===== src/rtl/ex_pkg.sv =====
package ex_pkg;

  localparam logic [3:0] IC_HALT  = 4'd0;
  localparam logic [3:0] IC_NOP   = 4'd1;
  localparam logic [3:0] IC_RRMOV = 4'd2;
  localparam logic [3:0] IC_IRMOV = 4'd3;
  localparam logic [3:0] IC_STORE = 4'd4;
  localparam logic [3:0] IC_LOAD  = 4'd5;
  localparam logic [3:0] IC_ARITH = 4'd6;
  localparam logic [3:0] IC_JUMP  = 4'd7;
  localparam logic [3:0] IC_CALL  = 4'd8;
  localparam logic [3:0] IC_RET   = 4'd9;
  localparam logic [3:0] IC_PUSH  = 4'd10;
  localparam logic [3:0] IC_POP   = 4'd11;

  localparam logic [3:0] FN_ADD = 4'd0;
  localparam logic [3:0] FN_SUB = 4'd1;
  localparam logic [3:0] FN_AND = 4'd2;
  localparam logic [3:0] FN_XOR = 4'd3;

  typedef struct packed {
    logic zf;
    logic sf;
    logic of;
  } flags_t;

  localparam flags_t FLAGS_RESET = '{zf: 1'b1, sf: 1'b0, of: 1'b0};

  // Branch condition test on stored flags
  function automatic logic cond_eval(input logic [3:0] fn, input flags_t f);
    logic lt;
    lt = f.sf ^ f.of;
    case (fn)
      4'd0:    cond_eval = 1'b1;
      4'd1:    cond_eval = lt | f.zf;
      4'd2:    cond_eval = lt;
      4'd3:    cond_eval = f.zf;
      4'd4:    cond_eval = ~f.zf;
      4'd5:    cond_eval = ~lt;
      4'd6:    cond_eval = ~lt & ~f.zf;
      default: cond_eval = 1'b0;
    endcase
  endfunction

endpackage


===== src/rtl/ex_opnd_sel.sv =====
module ex_opnd_sel
  import ex_pkg::*;
#(
  parameter int W    = 32,
  parameter int STEP = 4
) (
  input  logic [3:0]   icode,
  input  logic [3:0]   ifun,
  input  logic [W-1:0] val_a,
  input  logic [W-1:0] val_b,
  input  logic [W-1:0] val_c,
  output logic [W-1:0] alu_a,
  output logic [W-1:0] alu_b,
  output logic [3:0]   alu_fn
);

  localparam logic [W-1:0] STEP_UP   = W'(STEP);
  localparam logic [W-1:0] STEP_DOWN = {W{1'b0}} - W'(STEP);

  always_comb begin
    case (icode)
      IC_RRMOV, IC_ARITH:           alu_a = val_a;
      IC_IRMOV, IC_STORE, IC_LOAD:  alu_a = val_c;
      IC_CALL, IC_PUSH:             alu_a = STEP_DOWN;
      IC_RET, IC_POP:               alu_a = STEP_UP;
      default:                      alu_a = '0;
    endcase
  end

  always_comb begin
    case (icode)
      IC_STORE, IC_LOAD, IC_ARITH,
      IC_CALL, IC_RET, IC_PUSH, IC_POP: alu_b = val_b;
      default:                          alu_b = '0;
    endcase
  end

  assign alu_fn = (icode == IC_ARITH) ? ifun : FN_ADD;

endmodule


===== src/rtl/ex_alu.sv =====
module ex_alu
  import ex_pkg::*;
#(
  parameter int W = 32
) (
  input  logic [3:0]   fn,
  input  logic [W-1:0] a,
  input  logic [W-1:0] b,
  output logic [W-1:0] res,
  output flags_t       flags_next
);

  localparam int MSB = W - 1;

  function automatic logic [W-1:0] alu_result(input logic [3:0] f,
                                              input logic [W-1:0] x,
                                              input logic [W-1:0] y);
    case (f)
      FN_SUB:  alu_result = y - x;
      FN_AND:  alu_result = y & x;
      FN_XOR:  alu_result = y ^ x;
      default: alu_result = y + x;
    endcase
  endfunction

  function automatic logic alu_ovf(input logic [3:0] f,
                                   input logic [W-1:0] x,
                                   input logic [W-1:0] y,
                                   input logic [W-1:0] r);
    case (f)
      FN_SUB:         alu_ovf = (x[MSB] != y[MSB]) && (r[MSB] != y[MSB]);
      FN_AND, FN_XOR: alu_ovf = 1'b0;
      default:        alu_ovf = (x[MSB] == y[MSB]) && (r[MSB] != y[MSB]);
    endcase
  endfunction

  always_comb begin
    res           = alu_result(fn, a, b);
    flags_next.zf = (res == '0);
    flags_next.sf = res[MSB];
    flags_next.of = alu_ovf(fn, a, b, res);
  end

endmodule


===== src/rtl/ex_ccreg.sv =====
module ex_ccreg
  import ex_pkg::*;
(
  input  logic   clk,
  input  logic   rst_n,
  input  logic   load,
  input  flags_t d,
  output flags_t q
);

  always_ff @(posedge clk) begin
    if (!rst_n)    q <= FLAGS_RESET;
    else if (load) q <= d;
  end

endmodule


===== src/rtl/ex_branch.sv =====
module ex_branch
  import ex_pkg::*;
(
  input  logic [3:0] icode,
  input  logic [3:0] ifun,
  input  flags_t     flags,
  output logic       take
);

  assign take = (icode == IC_JUMP) && cond_eval(ifun, flags);

endmodule


===== src/rtl/ex_stage.sv =====
module ex_stage
  import ex_pkg::*;
#(
  parameter int DATA_W = 32,
  parameter int STEP   = 4
) (
  input  logic              clk,
  input  logic              rst_n,
  input  logic [3:0]        icode,
  input  logic [3:0]        ifun,
  input  logic [DATA_W-1:0] val_a,
  input  logic [DATA_W-1:0] val_b,
  input  logic [DATA_W-1:0] val_c,
  output logic [DATA_W-1:0] val_e,
  output logic              take_br
);

  logic [DATA_W-1:0] alu_a;
  logic [DATA_W-1:0] alu_b;
  logic [3:0]        alu_fn;
  flags_t            cc_d;
  flags_t            cc_q;
  logic              set_cc;

  assign set_cc = (icode == IC_ARITH);

  ex_opnd_sel #(.W(DATA_W), .STEP(STEP)) u_sel (
    .icode (icode),
    .ifun  (ifun),
    .val_a (val_a),
    .val_b (val_b),
    .val_c (val_c),
    .alu_a (alu_a),
    .alu_b (alu_b),
    .alu_fn(alu_fn)
  );

  ex_alu #(.W(DATA_W)) u_alu (
    .fn        (alu_fn),
    .a         (alu_a),
    .b         (alu_b),
    .res       (val_e),
    .flags_next(cc_d)
  );

  ex_ccreg u_cc (
    .clk  (clk),
    .rst_n(rst_n),
    .load (set_cc),
    .d    (cc_d),
    .q    (cc_q)
  );

  ex_branch u_br (
    .icode(icode),
    .ifun (ifun),
    .flags(cc_q),
    .take (take_br)
  );

endmodule



===== config.mk =====
export PLATFORM = sky130hd
export DESIGN_NAME = ex_stage
export DESIGN_NICKNAME = d
export VERILOG_FILES = /design/src/rtl/ex_pkg.sv /design/src/rtl/ex_opnd_sel.sv /design/src/rtl/ex_alu.sv /design/src/rtl/ex_ccreg.sv /design/src/rtl/ex_branch.sv /design/src/rtl/ex_stage.sv
export SDC_FILE = /design/constraint.sdc
export NUM_CORES = 1
export LEC_CHECK = 0
export ABC_AREA = 1
export BUFFER_PORTS_ARGS = -buffer_cell sky130_fd_sc_hd__buf_2
export CAP_MARGIN = 20
export CORE_UTILIZATION = 56
export CTS_CLUSTER_DIAMETER = 50
export DETAILED_ROUTE_END_ITERATION = 8
export HOLD_SLACK_MARGIN = 0.15
export PLACE_DENSITY = 0.86
export SYNTH_ARGS = -nofsm -noshare
export SYNTH_HDL_FRONTEND = slang
export SYNTH_SLANG_ARGS = --single-unit

===== constraint.sdc =====
create_clock -name clk -period 4.5 [get_ports clk]
set_input_delay 0 -clock clk [delete_from_list [all_inputs] [get_ports clk]]
set_output_delay 0 -clock clk [all_outputs]
set_load 0.02 [all_outputs]

* After elaboration in Yosys (flattened, before gate mapping)
Index checks and enable logic that the tools add are counted.
** Storage, ports and cells
- Flip-flop bits (word level) :: 3
- Bits of input ports :: 106
** Cells by class
- Reduce and logical (&&, ||, !) cells :: 11
- Muxes and demuxes :: 6
- Add/subtract/negate cells :: 2
- Bitwise logic cells :: 7
- Eq/ne operators :: 22
** Operator list (count)
- case mux 32 bit (4 select lines) :: 1
- case mux 32 bit (3 select lines) :: 1
- adder 32 bit :: 1
- AND 32 bit :: 1
- logical NOT 32 bit :: 1
- 2-to-1 mux 32 bit :: 1
- subtractor 32 bit :: 1
- XOR 32 bit :: 1
- == test 4 x 3 -> 1 bit, second input constant :: 7
- == test 4 x 2 -> 1 bit, second input constant :: 6
- == test 4 bit, second input constant :: 4
- == test 4 x 1 -> 1 bit, second input constant :: 2
- OR reduction 2 bit :: 4
- case mux 1 bit (7 select lines) :: 1
- OR reduction 7 bit :: 1
- logical NOT 4 bit :: 1
- 2-to-1 mux 4 bit :: 1
- logical AND 1 bit :: 3
- OR reduction 3 bit :: 1
- inequality test 1 bit :: 2
- NOT 1 bit :: 2
- case mux 1 bit (2 select lines) :: 1
- AND 1 bit :: 1
- == test 1 bit :: 1
- 2 further kinds :: 2

* Depth between registers and ports, before layout
Gate-level depths: netlist of the first run.
- Depth in word-level cells :: 8
- Mapped depth :: 34
- Gate-level depth less buffers :: 33

* Cells and area by module
Synthesis of the first run repeated with hierarchy kept, for this count alone.
** Second synthesis, totals
- Cells, all modules :: 1089
- Area total of the unflattened synthesis :: 5721.7 um2
** By module, submodules not included
- ex_alu :: area each 4611.9 um2, seq. area each 0.0 um2, cells an instance 846, instances 1
- ex_opnd_sel :: area each 848.3 um2, seq. area each 0.0 um2, cells an instance 196, instances 1
- ex_branch :: area each 126.4 um2, seq. area each 0.0 um2, cells an instance 25, instances 1
- ex_ccreg :: area each 113.9 um2, seq. area each 60.1 um2, cells an instance 17, instances 1
- ex_stage :: area each 21.3 um2, seq. area each 0.0 um2, cells an instance 5, instances 1

* Worst setup path after synthesis of the first run
OpenSTA, ideal clock, no wires.
- Path type :: input to register
- From :: in icode[0]
- To :: reg u_cc.q[2] (netlist name)
- Cell stages on the path :: 31
- Setup time :: 0.115 ns
- Path slack :: 0.965 ns
- Arrival :: 3.420 ns
- Data required time :: 4.385 ns
- Buffers on the path :: 1
- Cell sequence :: nand2_1 -> nand2_2 -> buf_6 -> nand3_1 -> o21ai_2 -> inv_1 -> ha_1 -> inv_1 -> nor3_4 -> nand4_2 -> nor2_1 -> nand2_1 -> nand2_2 -> nand2_4 -> a21oi_4 -> nand2_1 -> xnor2_1 -> ha_1 -> inv_1 -> o21bai_1 -> nor2_1 -> a21boi_0 -> nand3_1 -> nand2_1 -> nand2_1 -> o21bai_1 -> nor2_1 -> nand4_1 -> nor2_1 -> nand3_1 -> nand2_1
** Between the ends
- Longest elaborated chain between the ends :: 6
- Elaborated cells on any way between the ends :: 26
- Those cells by class :: 2 x add/sub; 12 x eq/ne; 4 x mux; 2 x bitwise; 6 x reduce/logical
** RTL lines
- start: declaration :: line ex_stage.sv:9 : input logic [3:0] icode,
- == test 4 x 2 -> 1 bit, or another cell as far along :: line ex_opnd_sel.sv:21 : case (icode)
- OR reduction 3 bit, or another cell as far along :: line ex_opnd_sel.sv:21
- case mux 32 bit (4 select lines) or 2-to-1 mux 32 bit (tied branches) :: line ex_opnd_sel.sv:21, ex_opnd_sel.sv:31
- adder 32 bit, or another cell as far along :: line ex_alu.sv:22 : default: alu_result = y + x;
- case mux 32 bit (3 select lines) * :: line ex_alu.sv:18 : case (f)
- named net val_e[25] :: line ex_stage.sv:14 : output logic [DATA_W-1:0] val_e,
- logical NOT 32 bit * :: line ex_alu.sv:39 : flags_next.zf = (res == '0);
- end signal: assignment :: line ex_ccreg.sv:12 : if (!rst_n) q <= FLAGS_RESET;
- end signal: assignment :: line ex_ccreg.sv:13 : else if (load) q <= d;
- end: declaration :: line ex_ccreg.sv:8 : output flags_t q
Mark *: on every way through the listed nets, which the timed path passes. The rest lies on a longest branch.
A chain may end at the register's enable or synchronous reset.

* Worst setup path in the final report of the first run
- From :: in icode[1]
- To :: reg u_cc.q[2] (netlist name)
** Between the ends
- Longest elaborated chain between the ends :: 6
- Elaborated cells on any way between the ends :: 26
- Those cells by class :: 2 x add/sub; 12 x eq/ne; 4 x mux; 2 x bitwise; 6 x reduce/logical
** RTL lines (line)
- == test 4 x 2 -> 1 bit, or another cell as far along :: ex_opnd_sel.sv:21
- OR reduction 3 bit, or another cell as far along :: ex_opnd_sel.sv:21
- case mux 32 bit (4 select lines) or 2-to-1 mux 32 bit (tied branches) :: ex_opnd_sel.sv:21, ex_opnd_sel.sv:31
- adder 32 bit, or another cell as far along :: ex_alu.sv:22
- case mux 32 bit (3 select lines) :: ex_alu.sv:18
- logical NOT 32 bit :: ex_alu.sv:39
Several ways; a longest one is shown, not always the timed one.

==> impl_metrics.py, run 1 <==
metrics = {
    "layout": {
        "n_antenna_cell": 0,
        "regArea_um2": 60.1,
        "syn_to_final_growth_pct": 14.5,
        "regMostFlops": "u_cc.q",
        "fillerInstances": 939,
        "layout.cells.non_filler": 1299,
        "drive_gt1_share_pct": 18.1,
        "largest_reg_flops": 3,
        "nets": 1339,
        "multiInputGateArea_um2": 4580,
        "reg_top3": "u_cc.q (3)",
        "fin_area_um2": 6310,
    },
    "worst_setup_path": {
        "crit_buf_inv": 2,
        "crit_fanout": 25,
        "worstSetupPathType": "input port to flip-flop",
        "cpLargestDelayFamily": "simple AND/OR/NAND/NOR gates",
        "crit_arrival_ps": 4170,
        "path_common_cell": "nand2_1",
        "crit_path_start": "icode[1]",
        "r2r-start": "u_cc.q[2]",
        "ff2ff_setup_slack_ps": 3700,
        "critPathRequiredTime_ps": 4660,
        "max_stage_delay_ps": 440,
        "startpoint_type": "input port",
        "critPathCaptureType": "flip-flop",
        "critPathSlowestCell": "nor4_1",
    },
    "sta": {
        "rsz0062_at_grt": "false",
        "drv_slew": 0,
        "setup_viol": 0,
        "period_share_pct": 89.1,
        "skew_ps": 0,
        "hold_viol_final": 0,
        "period_needed_ps": 4010,
        "max_freq_mhz": 249,
        "tightest_slew_ps": 535,
        "worst_slack_ps": 491,
        "slew_headroom_pct": 64.3,
        "tns_ps": 0,
        "fin_hold_ws_ps": 277,
    },
    "global_routing": {
        "grt_pass1_wl_um": 29800,
        "grt_busiest_layer": "met2",
        "gr-usage-met1_pct": 51.7,
        "grt_max_degree": 29,
        "met2_usage_pct": 58.3,
        "grt_antenna_before_repair": 0,
        "grt_pass1_vias": 6348,
        "gr-total-overflow": 0,
        "grt_use_total_pct": 36.3,
        "met3_usage_pct": 5.52,
    },
    "drt": {
        "routed_wl_um": 18100,
        "wl_per_cell_um": 14.0,
        "drt_iter0_drc": 664,
        "first_pass_iters": 5,
        "drcViolationCount": 0,
        "vias_per_cell": 5.47,
        "ant_nets": 0,
        "dr_total_vias": 7106,
    },
    "clock_tree": {
        "cts_root_buffer": "clkbuf_8",
        "cts_tree": "yes",
        "cts_buffers": 3,
        "postCtsSetupRepairBufs": 0,
        "clk_pin_slew_ps": 30,
        "htree_num_levels": 1,
        "cts_sinks": 3,
        "clk_path_buf_depth": 2,
        "clkLatencyLatePin_ps": 220,
    },
    "place": {
        "post_dp_cell_area_um2": 6260,
        "dp_cells": 1294,
        "dpl.hpwl_um": 15300,
        "io_buffer_count": 138,
        "pre_cts_ws_ps": 338,
        "gp_congestion": 0.959,
    },
    "floorplanning": {
        "die_y_um": 101,
        "start_util_pct": 58.8,
        "fp-row-count": 35,
        "core-area_um2": 9370,
        "die_w_um": 101,
        "die_area_um2": 10200,
        "io_pins": 139,
    },
    "job": {
        "cap_violations": 0,
    },
    "synth": {
        "synth_area_um2": 5510,
        "syn_nets": 1214,
        "yosysSeqAreaShare_pct": 1.09,
        "synth_edf_count": 0,
        "synthCells": 1046,
        "synth-main-ff-cell": "dfxtp_1",
        "synth_area_per_cell_um2": 5.27,
        "yosys_register_bits": 3,
        "yosysWarningCount": 0,
        "async_reset_ff_share_pct": 0,
        "synth_cell_types": 46,
    },
    "power_and_ir_drop": {
        "leakagePower_nw": 3.89,
        "powerDensity_nw_per_um2": 173,
        "peakVddDrop_v": 0.000154,
    },
    "outcome": {
        "status": "complete, no violations",
    },
    "hold_path": {
        "hp-class": "input port to flip-flop",
        "hp-start": "val_b[31]",
    },
}
-- stage by stage --
step | power (mW) | util [%]
global placement | 0.972 | 66.8
CTS | 1.07 | 67.3
floorplan | 0.711 | -
global route | 1.20 | 67.3
detailed placement | 0.982 | 66.8
finish | 1.09 | 67.3
-- power by group --
part | internal [mW] | total [mW] | switching, mW
clock | 0.0607 | 0.0811 | 0.0205
sequential | 0.0276 | 0.0286 | 0.000981
combinational | 0.327 | 0.981 | 0.654
-- cell usage in the layout (no fill, tap or decap), types with 2 or more instances in the layout --
cell,n
nand2_1,292
inv_1,185
buf_2,138
nor2_1,135
nand3_1,111
ha_1,61
a21oi_1,37
nand4_1,25
nand3_2,21
o21ai_0,21
xor2_1,18
xnor2_1,15
nor2_2,14
a22o_1,10
nand2_2,9
nor3_1,9
o21bai_1,6
inv_2,6
nand3b_1,6
buf_4,6
a31oi_1,4
a21oi_2,3
o21ai_1,3
clkbuf_8,3
dfxtp_1,3
a21o_1,2
nor2_4,2
o21ai_2,2
nand3_4,2
nand2_4,2
o31ai_1,2
o211ai_1,2
a21boi_0,2
-- metal layers --
metal  part of all wire, %  up-vias
li1                      -     3597
met1                    46     3124
met2                    43      361
met3                   9.7       24
met4                   1.4        0
met5                     0        -
-- path summary, 6_finish.rpt --
| kind | endpoint | depth (start not counted) |
|---|---|---|
| worst max-delay path | u_cc.q[2] | 28 |
| worst min-delay path | u_cc.q[0] | 6 |
| worst max register to register | u_cc.q[2] | 2 |
| worst min register to register | u_cc.q[0] | 2 |
-- logic make-up (layout without fill, tap and decap cells) --
logic type                 Yosys count  after routing  synth area share (%)
and+or+nand+nor                    631            631                  52.1
buffers and inverters              216            340                  15.8
xor gates and xnor gates            33             33                  5.24
AOI/OAI and AO/OA                  101            101                  11.5
adders and majority gates           62             62                  14.2
DFF                                  3              3                  1.09
-- worst reg2reg max path, cell delays in order (launching register included) --
cell	delay [ps]
dfxtp_1	370
a21oi_1	250
nand2_1	70
-- Yosys cell counts (4+ instances only) --
master,n,area share (%)
a21oi_1,37,3.4
a22o_1,10,1.6
a31oi_1,4,0.45
buf_2,11,1.0
buf_4,6,0.82
ha_1,61,14
inv_1,185,13
inv_2,6,0.41
nand2_1,292,20
nand2_2,9,1.0
nand3_1,111,10
nand3_2,21,3.8
nand3b_1,6,0.82
nand4_1,25,2.8
nor2_1,135,9.2
nor2_2,14,1.6
nor3_1,9,0.82
o21ai_0,21,1.9
o21bai_1,6,0.82
xnor2_1,15,2.4
xor2_1,18,2.9
-- area by class of cell --
| type | instances | share of cell area, % |
|---|---|---|
| well taps | 129 | 2.56 |
| repair buffers | 145 | 11.8 |
| clock buffers | 4 | 0.714 |
| inverters | 191 | 11.4 |
| flip-flops and latches | 3 | 0.952 |
| multi-input cells | 827 | 72.6 |
-- timing repair --
action                    in CTS  in global routing
hold buffers                   1                  0
gates resized for setup        0                  0
hold endpoints to repair       3                  0
(Power assumes the default switching activity.)
==> run 2: changes to the inputs <==
--- a/config.mk
+++ b/config.mk
@@ -5,7 +5,6 @@
 export SDC_FILE = /design/constraint.sdc
 export NUM_CORES = 1
 export LEC_CHECK = 0
-export ABC_AREA = 1
 export BUFFER_PORTS_ARGS = -buffer_cell sky130_fd_sc_hd__buf_2
 export CAP_MARGIN = 20
 export CORE_UTILIZATION = 56
==> run 2 against run 1 <==
  * The flow now stops in global routing
  * Synthesized cell count down 27%
  * Synthesized area decreased by 4.3%
==> impl_metrics.py, run 2 <==
metrics = {
    "floorplanning": {
        "start_util_pct": 57.4,
        "die_y_um": 99.1,
        "io_pins": 139,
        "die_w_um": 99.1,
        "fp-row-count": 35,
    },
    "place": {
        "io_buffer_count": 138,
        "post_dp_cell_area_um2": 7300,
        "dpl.hpwl_um": 17300,
        "gp_congestion": 1.05,
    },
    "outcome": {
        "tool.error": "[ERROR GRT-0232] Routing congestion too high. Check the congestion heatmap in the GUI.",
        "status": "aborted with a tool error",
        "lastStage": "global routing",
    },
    "synth": {
        "yosysSeqAreaShare_pct": 1.14,
        "synth_cell_types": 77,
        "syn_nets": 934,
        "async_reset_ff_share_pct": 0,
        "synth_area_per_cell_um2": 6.89,
        "synth_top_area_share_pct": 14.5,
        "synth_area_um2": 5280,
        "yosysMostFrequentCell": "a21oi_1",
        "yosys_register_bits": 3,
        "synth_commonest_cells": "a21oi_1 (76), nor2_1 (63), ha_1 (61)",
        "synthCells": 766,
        "synthTopCellsByArea": "ha_1 (14%), a21oi_1 (7.2%), xnor2_1 (5.5%)",
        "synth_edf_count": 0,
        "synth-main-ff-cell": "dfxtp_1",
        "yosysTopAreaCell": "ha_1",
        "yosysWarningCount": 0,
    },
    "sta": {
        "endpoint_type": "register input",
        "grt-worst-endpoint": "u_cc.q[2]$_SDFFE_PN1N_/D",
    },
    "clock_tree": {
        "cts_sinks": 3,
        "clk_path_buf_depth": 2,
        "cts_root_buffer": "clkbuf_8",
        "cts_buffers": 3,
        "htree_num_levels": 1,
    },
    "global_routing": {
        "gr-total-overflow": 73,
        "grt_use_total_pct": 83.7,
        "grt_max_degree": 38,
    },
}
[run 2: changes by cell type after synthesis, sizes merged, moves of 28 or more]
cell	before	now
mux2i	0	28
and2	0	34
nand3	134	15
nand2	303	40
nor2	151	63
a21oi	41	76
inv	191	30
[run 2: cell families after synthesis]
logic type | count (synthesis) | synth area share (%)
xor+xnor | 53 | 9.08
fa+ha+maj | 62 | 14.8
buf+inv | 80 | 7.11
compound gates | 252 | 32.3
mux | 31 | 5.95
flops | 3 | 1.14
simple gates | 285 | 29.6
[run 2: repair_timing]
action                                 in CTS
setup buffers                              13
gates cloned                                0
hold buffers                                1
setup endpoints to repair                   5
endpoints found under the hold margin       3
pin swaps                                  25
gates resized for setup                    34
[run 2: per-stage QoR]
step	hold slack (ps)	utilization, %	cells	TNS (ps)	worst slack (ps)
2_1_floorplan	71.8	-	766	0	27.8
3_3_place_gp	220	79.3	1152	-1090	-502
3_5_place_dp	227	79.3	1152	-1590	-588
4_1_cts	297	82.9	1170	0	18.0
[run 2: metal layers]
layer  GRT overflow  GRT usage, %
met1              3          82.7
met2             37          97.6
met3              1          71.3
met4             32          89.5
met5              0          27.2
==> run 3: changes to the inputs <==
--- a/config.mk
+++ b/config.mk
@@ -7,11 +7,9 @@
 export LEC_CHECK = 0
 export BUFFER_PORTS_ARGS = -buffer_cell sky130_fd_sc_hd__buf_2
 export CAP_MARGIN = 20
-export CORE_UTILIZATION = 56
-export CTS_CLUSTER_DIAMETER = 50
+export CORE_UTILIZATION = 40
 export DETAILED_ROUTE_END_ITERATION = 8
-export HOLD_SLACK_MARGIN = 0.15
-export PLACE_DENSITY = 0.86
+export PLACE_DENSITY_LB_ADDON = 0.15
 export SYNTH_ARGS = -nofsm -noshare
 export SYNTH_HDL_FRONTEND = slang
 export SYNTH_SLANG_ARGS = --single-unit
==> run 3 against run 2 <==
  * The run now ends clean
  * Synthesized cell count did not move
  * Synthesized area did not move
==> impl_metrics.py, run 3 <==
metrics = {
    "worst_setup_path": {
        "critPathCaptureType": "flip-flop",
        "crit_arrival_ps": 4590,
        "timing.critical_path.cells": "buf_12 -> buf_6 -> nand3b_1 -> a311oi_2 -> nor4_4 -> nand4_1 -> nor3_2 -> buf_4 -> buf_6 -> nand2_4 -> nor2_4 -> a41oi_2 -> xnor2_1 -> ha_1 -> a31oi_1 -> o21ai_1 -> a2111o_1 -> or4_4 -> nor4_4 -> nand4b_1 -> a2111oi_4 -> nand4b_1 -> nand3_1",
        "max_stage_delay_ps": 450,
        "crit_buf_inv": 4,
        "critPathSlowestCell": "or4_4",
        "crit_fanout": 5,
        "worstSetupPathType": "input port to flip-flop",
        "critPathRequiredTime_ps": 4670,
        "startpoint_type": "input port",
        "cpLargestDelayFamily": "simple AND/OR/NAND/NOR gates",
    },
    "global_routing": {
        "gr-usage-met1_pct": 37.9,
        "grt_pass1_wl_um": 34800,
        "grt_pass1_vias": 7260,
        "grt_antenna_before_repair": 0,
        "met2_usage_pct": 59.6,
        "grt_use_total_pct": 32.1,
        "grt_max_degree": 25,
        "met3_usage_pct": 2.01,
        "gr-total-overflow": 0,
        "grt_busiest_layer": "met2",
    },
    "sta": {
        "tns_ps": 0,
        "period_share_pct": 98.2,
        "max_freq_mhz": 226,
        "rsz0062_at_grt": "true",
        "skew_ps": 0,
        "tightest_slew_ps": 555,
        "fin_hold_ws_ps": 297,
        "drv_slew": 0,
        "setup_viol": 0,
        "period_needed_ps": 4420,
        "hold_viol_final": 0,
        "slew_headroom_pct": 62.7,
    },
    "synth": {
        "synth_top_area_share_pct": 14.5,
        "synth_area_per_cell_um2": 6.89,
        "async_reset_ff_share_pct": 0,
        "yosysMostFrequentCell": "a21oi_1",
        "synth_area_um2": 5280,
        "synth-main-ff-cell": "dfxtp_1",
        "synth_commonest_cells": "a21oi_1 (76), nor2_1 (63), ha_1 (61)",
        "yosysWarningCount": 0,
        "syn_nets": 934,
        "yosysSeqAreaShare_pct": 1.14,
        "yosysTopAreaCell": "ha_1",
        "yosys_register_bits": 3,
        "synth_edf_count": 0,
        "synthCells": 766,
        "synthTopCellsByArea": "ha_1 (14%), a21oi_1 (7.2%), xnor2_1 (5.5%)",
        "synth_cell_types": 77,
    },
    "layout": {
        "layout.cells.non_filler": 1279,
        "regArea_um2": 60.1,
        "reg_top3": "u_cc.q (3)",
        "mostFrequentLayoutCells": "buf_4 (227), buf_2 (134), a21oi_1 (68)",
        "largest_reg_flops": 3,
        "nets": 1276,
        "fillerInstances": 1146,
        "syn_to_final_growth_pct": 61.5,
        "regMostFlops": "u_cc.q",
        "drive_gt1_share_pct": 43.3,
        "n_antenna_cell": 0,
        "layout_commonest_cell": "buf_4",
        "postLayoutCoreUtil_pct": 67.0,
        "multiInputGateArea_um2": 5250,
    },
    "drt": {
        "vias_per_cell": 5.85,
        "drt_iter0_drc": 498,
        "drcViolationCount": 0,
        "wl_per_cell_um": 17.8,
        "dr_total_vias": 7482,
        "ant_nets": 0,
        "first_pass_iters": 5,
        "routed_wl_um": 22800,
    },
    "place": {
        "dpl.hpwl_um": 18100,
        "gp_congestion": 0.987,
        "dp_cells": 1244,
        "io_buffer_count": 138,
    },
    "hold_path": {
        "hp-class": "input port to output port",
    },
    "floorplanning": {
        "fp-row-count": 41,
        "die_area_um2": 13700,
        "die_w_um": 117,
        "io_pins": 139,
        "start_util_pct": 41.5,
        "die_y_um": 117,
        "core-area_um2": 12700,
    },
    "clock_tree": {
        "cts_tree": "yes",
        "clkLatencyLatePin_ps": 220,
        "cts_root_buffer": "clkbuf_16",
        "clk_pin_slew_ps": 30,
        "htree_num_levels": 1,
        "cts_buffers": 3,
        "cts_sinks": 3,
        "clk_path_buf_depth": 2,
    },
    "power_and_ir_drop": {
        "peakVddDrop_v": 0.000150,
        "leakagePower_nw": 4.21,
        "powerDensity_nw_per_um2": 189,
    },
    "job": {
        "cap_violations": 0,
    },
    "outcome": {
        "status": "complete, no violations",
    },
}
-- run 3: cell counts after synthesis --
Identical to the previous run, type by type.
-- run 3: per-stage QoR --
| step | worst slack [ps] | power (mW) | instance area, um^2 |
|---|---|---|---|
| 2_1_floorplan | 27.8 | 0.753 | 5310 |
| 3_3_place_gp | -1020 | 1.30 | 7600 |
| 3_5_place_dp | -956 | 1.33 | 7600 |
| 4_1_cts | -13.4 | 1.51 | 7880 |
| 5_1_grt | -211 | 1.74 | 8520 |
| 6_report | 80.3 | 1.61 | 8520 |
-- run 3: tightest hold or removal path: cells and delay by family --
kind,cells,cell delay (ps)
buffers and inverters,2,250
AND/OR/NAND/NOR,1,50
-- run 3: final timing paths --
kind                                  end  slack, ps  startpoint  cells after the start
worst max register to register  u_cc.q[2]       3860   u_cc.q[2]                      2
worst min-delay path              take_br        300     ifun[3]                      3
worst max-delay path            u_cc.q[2]         80    icode[0]                     23
worst min register to register  u_cc.q[0]        470   u_cc.q[0]                      2
-- run 3: cells by family (layout without fill, tap and decap cells) --
family,after synthesis,after routing,share of synthesized area (%)
DFF,3,3,1.14
xor gates and xnor gates,53,53,9.08
AOI/OAI and AO/OA,252,252,32.3
adders and majority gates,62,62,14.8
muxes,31,31,5.95
buffers and inverters,80,421,7.11
and+or+nand+nor,285,285,29.6
-- run 3: area by class of cell --
type / count / share of cell area [%]
clock buffer: 4 / 0.925
inverter: 31 / 1.37
multi-input combinational: 683 / 61.7
sequential: 3 / 0.705
tap: 172 / 2.53
timing repair buffer: 386 / 32.8
-- run 3: layer usage --
| layer | up-vias | part of all wire [%] |
|---|---|---|
| met5 | - | 0 |
| met3 | 83 | 5.3 |
| li1 | 3584 | - |
| met4 | 0 | 4.1 |
| met1 | 3509 | 40 |
| met2 | 306 | 50 |
-- run 3: report_power, final --
group | switching [mW] | internal, mW | leakage (nW)
Sequential | 0.000828 | 0.0276 | 0.0243
Combinational | 0.743 | 0.698 | 4.15
Clock | 0.0275 | 0.117 | 0.0382
-- run 3: repair_timing --
item                       in CTS  in global routing
hold endpoints to repair        1                  0
gates cloned                    0                  6
hold buffers                    1                  0
setup endpoints to repair       6                  6
gates resized for setup        31                 81
pin swaps                       7                 28
buffers inserted                6                 19
==> run 4: changes to the inputs <==
--- a/config.mk
+++ b/config.mk
@@ -5,11 +5,14 @@
 export SDC_FILE = /design/constraint.sdc
 export NUM_CORES = 1
 export LEC_CHECK = 0
+export ABC_AREA = 1
 export BUFFER_PORTS_ARGS = -buffer_cell sky130_fd_sc_hd__buf_2
 export CAP_MARGIN = 20
 export CORE_UTILIZATION = 40
+export CTS_BUF_LIST = sky130_fd_sc_hd__clkbuf_16
 export DETAILED_ROUTE_END_ITERATION = 8
 export PLACE_DENSITY_LB_ADDON = 0.15
+export SKIP_CTS_REPAIR_TIMING = 1
 export SYNTH_ARGS = -nofsm -noshare
 export SYNTH_HDL_FRONTEND = slang
 export SYNTH_SLANG_ARGS = --single-unit
==> run 4 against run 3 <==
  * Critical path depth is 5 higher
  * Worst setup slack better by 400 ps
  * Non-clock buffer count down 239
==> impl_metrics.py, run 4 (synthesized netlist as in run 1, its figures left out) <==
metrics = {
    "global_routing": {
        "grt_pass1_wl_um": 30900,
        "grt_pass1_vias": 6109,
        "grt_antenna_before_repair": 0,
        "grt_use_total_pct": 27.2,
        "gr-total-overflow": 0,
        "grt_max_degree": 30,
    },
    "hold_path": {
        "hp-class": "input port to flip-flop",
    },
    "sta": {
        "skew_ps": 0,
        "slew_headroom_pct": 29.3,
        "setup_viol": 0,
        "hold_viol_final": 0,
        "period_share_pct": 89.3,
        "rsz0062_at_grt": "false",
        "period_needed_ps": 4020,
        "fin_hold_ws_ps": 58.7,
        "tightest_slew_ps": 1060,
        "tns_ps": 0,
        "max_freq_mhz": 249,
        "drv_slew": 0,
    },
    "worst_setup_path": {
        "critPathSlowestCell": "ha_1",
        "critPathRequiredTime_ps": 4660,
        "max_stage_delay_ps": 420,
        "crit_arrival_ps": 4180,
        "path_common_cell": "nand2_1",
        "worstSetupPathType": "input port to flip-flop",
        "critPathCaptureType": "flip-flop",
        "startpoint_type": "input port",
        "crit_fanout": 26,
    },
    "power_and_ir_drop": {
        "leakagePower_nw": 3.93,
        "peakVddDrop_v": 0.000131,
        "powerDensity_nw_per_um2": 179,
    },
    "place": {
        "gp_congestion": 0.952,
        "dp_cells": 1344,
        "io_buffer_count": 138,
        "post_dp_cell_area_um2": 6340,
        "dpl.hpwl_um": 16700,
    },
    "floorplanning": {
        "core-area_um2": 13300,
        "die_area_um2": 14300,
        "die_w_um": 119,
        "fp-row-count": 42,
        "start_util_pct": 41.3,
        "io_pins": 139,
        "die_y_um": 119,
    },
    "layout": {
        "fillerInstances": 1520,
        "n_antenna_cell": 0,
        "syn_to_final_growth_pct": 16.7,
        "nets": 1341,
        "mostFrequentLayoutCells": "nand2_1 (292), inv_1 (186), buf_2 (138)",
        "drive_gt1_share_pct": 18.4,
        "layout_commonest_cell": "nand2_1",
        "layout.cells.non_filler": 1348,
        "largest_reg_flops": 3,
        "fin_area_um2": 6430,
        "regMostFlops": "u_cc.q",
        "postLayoutCoreUtil_pct": 48.2,
        "reg_top3": "u_cc.q (3)",
    },
    "clock_tree": {
        "cts_tree": "yes",
        "cts_root_buffer": "clkbuf_16",
        "clk_pin_slew_ps": 30,
        "clkLatencyLatePin_ps": 220,
        "cts_sinks": 3,
        "htree_num_levels": 1,
        "clk_path_buf_depth": 2,
        "cts_buffers": 3,
    },
    "job": {
        "cap_violations": 0,
    },
    "drt": {
        "wl_per_cell_um": 14.3,
        "drt_iter0_drc": 571,
        "dr_total_vias": 6862,
        "vias_per_cell": 5.09,
        "ant_nets": 0,
        "drcViolationCount": 0,
        "first_pass_iters": 5,
        "routed_wl_um": 19300,
    },
    "outcome": {
        "status": "complete, no violations",
    },
}
[run 4: cell count changes in the layout (fill, tap and decap cells not counted), sizes merged, moves of 19 or more]
cell and delta:
nor2 +88, a21oi -35, and2 -34, nand3 +119, buf -232, nand4 +19
xnor2 -20, mux2i -28, inv +162, nand2b -21, nor3 -19, nand2 +263
[run 4: cell type report]
cell class / instances / area (um^2) / share of cell area (%)
sequential: 3 / 60.1 / 0.934
tap: 176 / 220 / 3.42
multi-input combinational: 827 / 4600 / 71.5
clock buffer: 3 / 75.1 / 1.17
inverter: 191 / 717 / 11.1
clock inverter: 1 / 3.75 / 0.0584
timing repair buffer: 147 / 758 / 11.8
[run 4: path summary, 6_finish.rpt]
path | start | to | slack, ps | depth (start not counted)
hold / removal | rst_n | u_cc.q[0] | 60 | 3
setup reg to reg | u_cc.q[2] | u_cc.q[2] | 3680 | 2
hold reg to reg | u_cc.q[0] | u_cc.q[0] | 500 | 2
setup / recovery | icode[1] | u_cc.q[2] | 480 | 28
[run 4: per-layer routing]
metal | vias up | part of all wire [%] | track usage, %
met5 | - | 0 | 0
met4 | 0 | 0.84 | 2.73
met3 | 12 | 5.6 | 1.25
met2 | 243 | 42 | 43.3
met1 | 3015 | 51 | 41.3
li1 | 3592 | - | -
[run 4: power by group]
part	switching, mW	leakage [nW]	internal [mW]
clock	0.0239	0.0423	0.115
sequential	0.000989	0.0244	0.0277
combinational	0.657	3.87	0.328
[run 4: critical path: cells and delay by family]
kind,cells,cell delay (ps)
AND/OR/NAND/NOR,22,2980
adder cells (fa/ha/maj),1,420
buffers and inverters,2,350
AO/OA/AOI/OAI,2,230
XOR/XNOR,1,190
[run 4: metrics by stage]
| step | total power, mW | worst slack (ps) |
|---|---|---|
| 2_1_floorplan | 0.711 | 965 |
| 3_3_place_gp | 0.996 | 99.2 |
| 3_5_place_dp | 0.997 | 59.4 |
| 4_1_cts | 1.14 | 286 |
| 5_1_grt | 1.27 | 50.0 |
| 6_report | 1.15 | 481 |
